### src/rtl/tlb_pkg.sv
package tlb_pkg;
  localparam int unsigned VA_W      = 32;
  localparam int unsigned PA_W      = 32;
  localparam int unsigned PAGE_W    = 12;
  localparam int unsigned IDX_W     = 4;
  localparam int unsigned PTE_V_BIT = 0;
  localparam int unsigned PTE_W_BIT = 1;

  typedef enum logic [0:0] {
    WALK_IDLE = 1'b0,
    WALK_WAIT = 1'b1
  } walk_state_e;
endpackage

### src/rtl/tlb_entry_array.sv
module tlb_entry_array #(
  parameter int unsigned IDX_W = 4,
  parameter int unsigned TAG_W = 16,
  parameter int unsigned PPN_W = 20
) (
  input  logic             clk_i,
  input  logic             rst_ni,
  input  logic             flush_i,
  input  logic [IDX_W-1:0] rd_idx_i,
  output logic             rd_valid_o,
  output logic [TAG_W-1:0] rd_tag_o,
  output logic [PPN_W-1:0] rd_ppn_o,
  output logic             rd_wr_o,
  input  logic             we_i,
  input  logic [IDX_W-1:0] wr_idx_i,
  input  logic [TAG_W-1:0] wr_tag_i,
  input  logic [PPN_W-1:0] wr_ppn_i,
  input  logic             wr_perm_i
);
  localparam int unsigned N = 1 << IDX_W;

  logic [N-1:0]       valid_vec;
  logic [N-1:0]       perm_vec;
  logic [N*TAG_W-1:0] tag_flat;
  logic [N*PPN_W-1:0] ppn_flat;

  for (genvar g = 0; g < N; g++) begin : g_entry
    logic             v_q;
    logic             w_q;
    logic [TAG_W-1:0] t_q;
    logic [PPN_W-1:0] p_q;
    logic             sel;

    assign sel = we_i && (wr_idx_i == IDX_W'(g));

    always_ff @(posedge clk_i or negedge rst_ni) begin
      if (!rst_ni) begin
        v_q <= 1'b0;
        w_q <= 1'b0;
        t_q <= '0;
        p_q <= '0;
      end else if (flush_i) begin
        v_q <= 1'b0;
      end else if (sel) begin
        v_q <= 1'b1;
        w_q <= wr_perm_i;
        t_q <= wr_tag_i;
        p_q <= wr_ppn_i;
      end
    end

    assign valid_vec[g]              = v_q;
    assign perm_vec[g]               = w_q;
    assign tag_flat[g*TAG_W +: TAG_W] = t_q;
    assign ppn_flat[g*PPN_W +: PPN_W] = p_q;
  end

  assign rd_valid_o = valid_vec[rd_idx_i];
  assign rd_wr_o    = perm_vec[rd_idx_i];
  assign rd_tag_o   = tag_flat[rd_idx_i*TAG_W +: TAG_W];
  assign rd_ppn_o   = ppn_flat[rd_idx_i*PPN_W +: PPN_W];
endmodule

### src/rtl/tlb_walker.sv
module tlb_walker
  import tlb_pkg::*;
#(
  parameter int unsigned VA_W   = 32,
  parameter int unsigned PA_W   = 32,
  parameter int unsigned PAGE_W = 12
) (
  input  logic            clk_i,
  input  logic            rst_ni,
  input  logic            start_i,
  input  logic [VA_W-1:0] vaddr_i,
  input  logic            write_i,
  input  logic [PA_W-1:0] pt_base_i,
  output logic            mem_rd_req_o,
  output logic [PA_W-1:0] mem_rd_addr_o,
  input  logic            mem_rd_valid_i,
  input  logic [PA_W-1:0] mem_rd_data_i,
  output logic            busy_o,
  output logic            done_o,
  output logic [VA_W-1:0] vaddr_o,
  output logic            write_o,
  output logic [PA_W-1:0] pte_o
);
  localparam int unsigned VPN_W = VA_W - PAGE_W;

  walk_state_e     state_q;
  logic [VA_W-1:0] vaddr_q;
  logic            write_q;
  logic [PA_W-1:0] addr_q;

  always_ff @(posedge clk_i or negedge rst_ni) begin
    if (!rst_ni) begin
      state_q <= WALK_IDLE;
      vaddr_q <= '0;
      write_q <= 1'b0;
      addr_q  <= '0;
    end else begin
      case (state_q)
        WALK_IDLE: if (start_i) begin
          state_q <= WALK_WAIT;
          vaddr_q <= vaddr_i;
          write_q <= write_i;
          // 4-byte entries indexed by page number
          addr_q  <= pt_base_i + PA_W'({vaddr_i[VA_W-1 -: VPN_W], 2'b00});
        end
        WALK_WAIT: if (mem_rd_valid_i) state_q <= WALK_IDLE;
        default: state_q <= WALK_IDLE;
      endcase
    end
  end

  assign busy_o        = (state_q == WALK_WAIT);
  assign mem_rd_req_o  = busy_o;
  assign mem_rd_addr_o = addr_q;
  assign done_o        = busy_o && mem_rd_valid_i;
  assign vaddr_o       = vaddr_q;
  assign write_o       = write_q;
  assign pte_o         = mem_rd_data_i;
endmodule

### src/rtl/tlb_xlate.sv
module tlb_xlate
  import tlb_pkg::*;
#(
  parameter int unsigned VA_W   = tlb_pkg::VA_W,
  parameter int unsigned PA_W   = tlb_pkg::PA_W,
  parameter int unsigned PAGE_W = tlb_pkg::PAGE_W,
  parameter int unsigned IDX_W  = tlb_pkg::IDX_W,
  localparam int unsigned VPN_W = VA_W - PAGE_W,
  localparam int unsigned PPN_W = PA_W - PAGE_W,
  localparam int unsigned TAG_W = VPN_W - IDX_W
) (
  input  logic             clk_i,
  input  logic             rst_ni,
  input  logic             flush_i,
  input  logic [PA_W-1:0]  pt_base_i,
  input  logic             req_valid_i,
  output logic             req_ready_o,
  input  logic [VA_W-1:0]  req_vaddr_i,
  input  logic             req_write_i,
  output logic             rsp_valid_o,
  output logic             rsp_hit_o,
  output logic [PA_W-1:0]  rsp_paddr_o,
  output logic             rsp_page_fault_o,
  output logic             rsp_prot_fault_o,
  output logic [VPN_W-1:0] fault_vpn_o,
  output logic             mem_rd_req_o,
  output logic [PA_W-1:0]  mem_rd_addr_o,
  input  logic             mem_rd_valid_i,
  input  logic [PA_W-1:0]  mem_rd_data_i,
  input  logic             ld_en_i,
  input  logic [VPN_W-1:0] ld_vpn_i,
  input  logic [PPN_W-1:0] ld_ppn_i,
  input  logic             ld_writable_i
);
  logic             walk_busy, walk_done, walk_write;
  logic [VA_W-1:0]  walk_vaddr;
  logic [PA_W-1:0]  pte;
  logic             lk_valid, lk_wr, lk_hit;
  logic [TAG_W-1:0] lk_tag;
  logic [PPN_W-1:0] lk_ppn;
  logic             accept, hit_acc, walk_start;
  logic             pte_v, pte_w, install;
  logic [PPN_W-1:0] pte_ppn;
  logic             we;
  logic [IDX_W-1:0] w_idx;
  logic [TAG_W-1:0] w_tag;
  logic [PPN_W-1:0] w_ppn;
  logic             w_perm;
  logic             unused_pte_bits;

  assign req_ready_o = !walk_busy;
  assign accept      = req_valid_i && !walk_busy;

  tlb_entry_array #(.IDX_W(IDX_W), .TAG_W(TAG_W), .PPN_W(PPN_W)) u_array (
    .clk_i      (clk_i),
    .rst_ni     (rst_ni),
    .flush_i    (flush_i),
    .rd_idx_i   (req_vaddr_i[PAGE_W +: IDX_W]),
    .rd_valid_o (lk_valid),
    .rd_tag_o   (lk_tag),
    .rd_ppn_o   (lk_ppn),
    .rd_wr_o    (lk_wr),
    .we_i       (we),
    .wr_idx_i   (w_idx),
    .wr_tag_i   (w_tag),
    .wr_ppn_i   (w_ppn),
    .wr_perm_i  (w_perm)
  );

  assign lk_hit     = lk_valid && (lk_tag == req_vaddr_i[VA_W-1 -: TAG_W]);
  assign hit_acc    = accept && lk_hit;
  assign walk_start = accept && !lk_hit;

  tlb_walker #(.VA_W(VA_W), .PA_W(PA_W), .PAGE_W(PAGE_W)) u_walker (
    .clk_i          (clk_i),
    .rst_ni         (rst_ni),
    .start_i        (walk_start),
    .vaddr_i        (req_vaddr_i),
    .write_i        (req_write_i),
    .pt_base_i      (pt_base_i),
    .mem_rd_req_o   (mem_rd_req_o),
    .mem_rd_addr_o  (mem_rd_addr_o),
    .mem_rd_valid_i (mem_rd_valid_i),
    .mem_rd_data_i  (mem_rd_data_i),
    .busy_o         (walk_busy),
    .done_o         (walk_done),
    .vaddr_o        (walk_vaddr),
    .write_o        (walk_write),
    .pte_o          (pte)
  );

  assign pte_v   = pte[PTE_V_BIT];
  assign pte_w   = pte[PTE_W_BIT];
  assign pte_ppn = pte[PA_W-1 -: PPN_W];
  assign unused_pte_bits = ^pte[PAGE_W-1:2];
  assign install = walk_done && pte_v;

  // walk refill wins over software load; flush wins over both inside the array
  assign we     = install || ld_en_i;
  assign w_idx  = install ? walk_vaddr[PAGE_W +: IDX_W]  : ld_vpn_i[IDX_W-1:0];
  assign w_tag  = install ? walk_vaddr[VA_W-1 -: TAG_W]  : ld_vpn_i[VPN_W-1 -: TAG_W];
  assign w_ppn  = install ? pte_ppn                      : ld_ppn_i;
  assign w_perm = install ? pte_w                        : ld_writable_i;

  logic prot_hit, prot_walk, pf_walk;
  assign prot_hit  = req_write_i && !lk_wr;
  assign pf_walk   = !pte_v;
  assign prot_walk = pte_v && walk_write && !pte_w;

  always_ff @(posedge clk_i or negedge rst_ni) begin
    if (!rst_ni) begin
      rsp_valid_o      <= 1'b0;
      rsp_hit_o        <= 1'b0;
      rsp_paddr_o      <= '0;
      rsp_page_fault_o <= 1'b0;
      rsp_prot_fault_o <= 1'b0;
      fault_vpn_o      <= '0;
    end else begin
      rsp_valid_o <= hit_acc || walk_done;
      if (hit_acc) begin
        rsp_hit_o        <= 1'b1;
        rsp_paddr_o      <= {lk_ppn, req_vaddr_i[PAGE_W-1:0]};
        rsp_page_fault_o <= 1'b0;
        rsp_prot_fault_o <= prot_hit;
        if (prot_hit) fault_vpn_o <= req_vaddr_i[VA_W-1 -: VPN_W];
      end else if (walk_done) begin
        rsp_hit_o        <= 1'b0;
        rsp_paddr_o      <= {pte_ppn, walk_vaddr[PAGE_W-1:0]};
        rsp_page_fault_o <= pf_walk;
        rsp_prot_fault_o <= prot_walk;
        if (pf_walk || prot_walk) fault_vpn_o <= walk_vaddr[VA_W-1 -: VPN_W];
      end
    end
  end
endmodule

### config.mk
export PLATFORM = sky130hd
export DESIGN_NAME = tlb_xlate
export DESIGN_NICKNAME = d
export VERILOG_FILES = /design/src/rtl/tlb_pkg.sv /design/src/rtl/tlb_entry_array.sv /design/src/rtl/tlb_walker.sv /design/src/rtl/tlb_xlate.sv
export SDC_FILE = /design/constraint.sdc
export NUM_CORES = 1
export LEC_CHECK = 0
export CORE_MARGIN = 5
export CORE_UTILIZATION = 45
export CTS_BUF_LIST = sky130_fd_sc_hd__clkbuf_16
export CTS_CLUSTER_SIZE = 20
export DETAILED_ROUTE_END_ITERATION = 10
export DONT_BUFFER_PORTS = 1
export SETUP_SLACK_MARGIN = 0.3
export SLEW_MARGIN = 0
export SYNTH_ARGS = -nofsm -noshare
export SYNTH_HDL_FRONTEND = slang
export SYNTH_SLANG_ARGS = --single-unit
### constraint.sdc
create_clock -name clk_i -period 4.1 [get_ports clk_i]
set_input_delay 0.82 -clock clk_i [delete_from_list [all_inputs] [get_ports clk_i]]
set_output_delay 0.82 -clock clk_i [all_outputs]
set_load 0.02 [all_outputs]
# Word level (Yosys, flattened, before mapping)
# Cells that the tools add are included.
# classes
n_addsub	1
mul	1
div_mod_pow	0
order_cmp	1
eq_ne	17
n_shift	2
n_mux	55
bitwise_logic	2
n_reduce_logical	70
# ops
operator	n
320-bit by 10-bit variable part select with 20-bit output	1
256-bit by 9-bit variable part select with 16-bit output	1
20-bit 2-to-1 mux	5
32-bit 2-to-1 mux	2
1-bit 2-to-1 mux	43
2-bit nonzero test	18
2-bit AND reduction	17
32-bit by 22-bit adder with 32-bit output	1
4-bit == test (second input constant)	8
1-bit logical AND	25
16-bit == test	1
4-bit by 3-bit == test with 1-bit output (second input constant)	4
16-bit 2-to-1 mux	1
1-bit binary-select mux with 4-bit select	2
4-bit by 2-bit == test with 1-bit output (second input constant)	2
4-bit by 3-bit multiplier with 7-bit output (second input constant)	1
1-bit zero test	5
4-bit by 5-bit < comparator with 1-bit output (second input constant)	1
4-bit by 1-bit == test with 1-bit output (second input constant)	1
4-bit zero test	1
4-bit 2-to-1 mux	1
1-bit logical OR	3
3-bit AND reduction	1
2-bit by 1-bit != test with 1-bit output (second input constant)	1
2 further kinds	3
# totals
reg_bits	730
latch_bits	0
ramBits	0
romBits	0
inputBits	144
mem_count	0

# Logic depth before layout (Yosys ltp)
# logic_depth
depth_word	7
mapped_depth	14
ltp_nobuf	11

# Modules after synthesis
# From an unflattened synthesis, not the netlist that was laid out.
# unflattened
cells_unflattened	2554
hier_area_um2	35569.1
# modules_own_cells
module	n_inst	cells_per_inst	area_per_inst_um2
tlb_entry_array	1	1672	27551.4
tlb_walker	1	510	4220.3
tlb_xlate	1	372	3797.4

# Worst setup path before layout
# OpenSTA, ideal clock, no wires.
# synth_timing
path_type	input port to flip-flop
start	input req_vaddr_i[12]
end	register rsp_paddr_o[12]
setup_ps	130
arrival_time_ps	3579
t_required_ps	3970
slack_ps	391
path_stages	10
n_path_buf	6
path_cell_list	buf_6 -> buf_6 -> buf_2 -> buf_2 -> clkbuf_1 -> buf_2 -> mux4_2 -> mux4_2 -> a22oi_1 -> o21ai_0
# synth_between
elab_chain_cells	5
word_cells_on_any_way	10
# synth_lines
element	line_no	text
start: declaration	tlb_xlate.sv:18	input logic [VA_W-1:0] req_vaddr_i,
parallel branches: the longest is 5 deep, another holds 4-bit by 3-bit multiplier with 7-bit output	-	
end signal: assignment	tlb_xlate.sv:122	rsp_paddr_o <= {lk_ppn, req_vaddr_i[PAGE_W-1:0]};
end signal: assignment	tlb_xlate.sv:128	rsp_paddr_o <= {pte_ppn, walk_vaddr[PAGE_W-1:0]};
end: declaration	tlb_xlate.sv:22	output logic [PA_W-1:0] rsp_paddr_o,
# Several ways; the timed one is not identified. The select of a mux whose other input is x is not followed.
# A chain may end at the register's enable or synchronous reset.

# Final worst setup path
# layout_timing
start	input req_vaddr_i[12]
end	register fault_vpn_o[10]
# layout_between
elab_chain_cells	6
word_cells_on_any_way	15
# layout_lines
element	line_no	text
256-bit by 9-bit variable part select with 16-bit output, or another cell as far along	tlb_entry_array.sv:60	assign rd_tag_o = tag_flat[rd_idx_i*TAG_W +: TAG_W];
16-bit == test, or another cell as far along	tlb_xlate.sv:70	assign lk_hit = lk_valid && (lk_tag == req_vaddr_i[VA_W-1 -: TAG_W]);
1-bit logical AND or 1-bit zero test (tied branches)	tlb_xlate.sv:70, tlb_xlate.sv:106	
1-bit logical AND, on equally long branches	tlb_xlate.sv:71, tlb_xlate.sv:106	
2-bit by 1-bit != test with 1-bit output (no source line) or 2-bit nonzero test (tied branches)	-	
3-bit AND reduction (no source line)	-	
end signal: assignment	tlb_xlate.sv:125	if (prot_hit) fault_vpn_o <= req_vaddr_i[VA_W-1 -: VPN_W];
end signal: assignment	tlb_xlate.sv:131	if (pf_walk || prot_walk) fault_vpn_o <= walk_vaddr[VA_W-1 -: VPN_W];
end: declaration	tlb_xlate.sv:25	output logic [VPN_W-1:0] fault_vpn_o,
# Several ways; a longest one is shown, not always the timed one. The select of a mux whose other input is x is not followed.

==> summary.txt <==
Run status
  • Status: finished, violations left
  • Failing checks: max-slew violations

STA
  • Final setup fails: 0
  • Least-Margin Pin Slew: 2.76 ns
  • Hold Fails Final Rpt: 0
  • Worst slew margin: -83.8%
  • RSZ-0062 raised after global routing: no
  • Crit share post-route: 81.5%
  • Fin Setup TNS: 0 ns
  • Post-layout min period: 3.34 ns
  • Slew Viols, Final: 585
  • Clk_skew: 0.0210 ns
  • Highest clock frequency the design can meet: 299 MHz

GRT
  • First-pass GRT wire length: 137000 um
  • Vias in the first global route: 23069
  • Antenna violations before repair: 3
  • Grt ovf: 0
  • Largest net degree at the start of global routing: 731
  • GRT Overall Usage: 22.6%

Synthesis
  • Yosys cell types: 55
  • Largest family of logic cells by synthesized area: multiplexers
  • Mapped Nets: 3070
  • Yosys reg bits: 730
  • Post-synthesis compound-gate area fraction: 13.3%
  • Synthesized instance count: 2905
  • Post-Syn Area: 32600 sq um
  • Sequential fraction of the synthesis area: 56.1%
  • Async set or reset register ratio after synthesis: 100%
  • Synth warn: 0
  • Post-Synth Simple-Gate Area: 9.29%
  • Post-synth EDFFs: 0
  • Adder-Cell Fraction of Synth Area: 0.830%
  • Mean post-synth cell area: 11.2 sq um
  • Top_reg_cell synth: dfrtp_1
  • Post-synthesis mux area share: 15.7%
  • Synth Area in XOR/XNOR: 1.05%

Placed design
  • PortBufs: 0
  • Final Wtd Congestion: 0.869
  • HPWL Detailed: 52600 um
  • Placement Cell Area: 33600 sq um

Setup path
  • CP arrival: 3.83 ns
  • Setup crit end kind: flop
  • CP Depth: 9
  • Critical Path Source Type: input pin
  • Crit-path max FO: 139
  • Worst EP required: 4.59 ns
  • Most common cell on crit path: mux2i_1
  • Worst path max stage delay: 0.59 ns
  • Crit Path Class: in2reg
  • R2R cell count: 9
  • Slowest stage cell, crit path: mux4_2
  • Worst path bufs/invs: 0
  • Family with the most delay on the worst path: simple AND/OR/NAND/NOR gates
  • Critical-path cell list: mux4_2 > mux2i_1 > mux2i_1 > xor2_1 > nor4_1 > nand4_1 > or4_4 > nand2b_4 > o221a_1

Die
  • Std-Cell Rows: 98
  • Initial Utilization: 45.5%
  • Die Area: 77800 sq um
  • Boundary Pins: 234
  • Die Wd: 279 um
  • DIE HEIGHT: 279 um
  • Core area: 71600 sq um

Drt
  • DRC errors left: 0
  • Antenna-violating nets left: 0
  • Total number of vias: 22399
  • Drt wl/cell: 22.9 um
  • Drt total wl: 87900 um
  • Vias per inst: 5.84
  • DR iter-0 viols: 1613
  • Drt pass-1 iters: 5

Final layout
  • Design area: 36000 sq um
  • Proportion of layout cells with a drive suffix above 1: 14.8%
  • Layout area overhead: 10.7%
  • Final net count: 2994

Run
  • Max_cap viols: 0

Clocking
  • Clock latency on the worst-skew pair: 0.63 ns
  • Worst-path clk slew: 0.06 ns
  • H-tree depth: 3
  • Clock Tree Buf Depth: 3
  • TritonCTS clock tree: yes
  • Clock Sinks: 730
  • Setup Fix Bufs, Post-CTS: 0
  • Root buf cell: clkbuf_16
  • Num CTS Buffers: 78
  • Post_cts resized: 0

Pwr
  • PwrDens: 629 nW/um^2
  • Int Pwr: 16.1 mW
  • Switching power total: 6.60 mW
  • Max VDD drop: 295 uV
  • Clock power share: 29.5%
  • Share of total power in sequential cells: 50.2%
  • Combinational power share: 20.3%
  • P_leak: 15.5 nW
  • Net Sw Frac: 29.1%

Min path
  • Worst Hold Class: in2async
==> kinds of logic (layout without fill, tap and decap cells) <==
family / Yosys count / in the layout
compound gates: 797 / 797
fa+ha+maj: 21 / 21
buf+inv: 286 / 264
xor+xnor: 39 / 39
other cells: 0 / 1
simple gates: 747 / 747
mux: 285 / 285
flops: 730 / 730
==> worst paths after layout <==
kind	endpoint	slack, ns	start
setup / recovery	fault_vpn_o[10]$_DFFE_PN0P_	0.76	req_vaddr_i[12]
hold / removal	u_array.g_entry[0].t_q[2]$_DFFE_PN0P_	0.02	rst_ni
hold reg to reg	u_array.g_entry[8].v_q$_DFFE_PN0P_	0.47	u_array.g_entry[8].v_q$_DFFE_PN0P_
max in group asynchronous	u_array.g_entry[10].t_q[15]$_DFFE_PN0P_	2.04	rst_ni
min in group clk_i	u_array.g_entry[15].v_q$_DFFE_PN0P_	0.29	flush_i
setup reg to reg	fault_vpn_o[10]$_DFFE_PN0P_	0.82	u_array.g_entry[13].t_q[0]$_DFFE_PN0P_
==> power groups by stage <==
stage          clock [mW]  combinational [mW]  sequential (mW)
2_1_floorplan           0                3.82             11.0
4_1_cts              6.86                4.62             11.4
5_1_grt              7.14                5.18             11.7
3_3_place_gp            0                4.37             11.3
6_report             6.70                4.59             11.4
3_5_place_dp            0                4.59             11.5
==> sequential cells by signal, indices dropped and copies added (netlist names) <==
register / count
u_walker.busy_o: 1
u_array.g_entry.p_q: 320
u_array.g_entry.v_q: 16
fault_vpn_o: 20
u_walker.mem_rd_addr_o: 32
u_walker.vaddr_o: 32
rsp_paddr_o: 32
u_array.g_entry.w_q: 16
rsp_page_fault_o: 1
rsp_valid_o: 1
u_array.g_entry.t_q: 256
rsp_hit_o: 1
rsp_prot_fault_o: 1
u_walker.write_o: 1
==> area by class of cell <==
cell class	count	area, sq um
Antenna cell	1	2.50
Clock inverter	53	379
Multi-Input combinational cell	1889	13200
Timing Repair Buffer	87	853
Tap cell	950	1190
Sequential cell	730	18300
Clock buffer	81	2030
Fill cell	6260	35600
Inverter	43	161
==> stage by stage <==
stage                     worst slack, ns  power [mW]  utilization [%]  cells  hold slack, ns
after floorplan                     0.391        14.8                -   2905           0.444
after global placement              0.322        15.7             46.9   3698           0.453
after CTS                           0.815        22.9             50.3   3832         -0.0509
after global routing                0.675        24.0             50.3   3833        0.000584
final                               0.759        22.7             50.3   3834          0.0231
after detailed placement            0.290        16.1             46.9   3698           0.465
==> Yosys cell counts (all sizes together), types with 7 or more instances <==
cell type	count	area [sq um]
a21o	16	120
a21oi	463	2320
a22oi	32	240
and2	13	81.3
buf	76	399
clkbuf	167	627
dfrtp	730	18300
ha	20	250
inv	43	161
mux2	40	450
mux2i	68	681
mux4	177	3990
nand2	203	762
nand2b	25	164
nand3	9	45.0
nand3b	7	52.6
nor2	464	1740
o21ai	229	1150
o221a	20	225
o31ai	8	60.1
xnor2	20	175
xor2	19	166
==> placed cells by master, fill, tap and decap left out, types with 19 or more instances in the layout <==
cell / Yosys / layout
clkbuf_16: 0 / 81
inv_1: 43 / 64
xor2_1: 19 / 19
o21ai_0: 228 / 228
mux2i_1: 68 / 68
mux4_2: 176 / 176
nand2_1: 203 / 199
xnor2_1: 20 / 20
dfrtp_1: 730 / 730
buf_4: 10 / 71
a21oi_1: 463 / 462
nand2b_1: 24 / 24
o221a_1: 20 / 20
mux2_2: 40 / 40
nor2_1: 464 / 464
ha_1: 20 / 20
a22oi_1: 32 / 32
==> layer usage <==
layer	up-vias	global-route usage, %	part of all wire (%)
li1	10055	-	-
met1	11517	31.6	43
met2	687	36.5	48
met3	136	4.62	6.9
met4	4	5.98	2.3
met5	-	0	0.039
(Power assumes the default switching activity.)
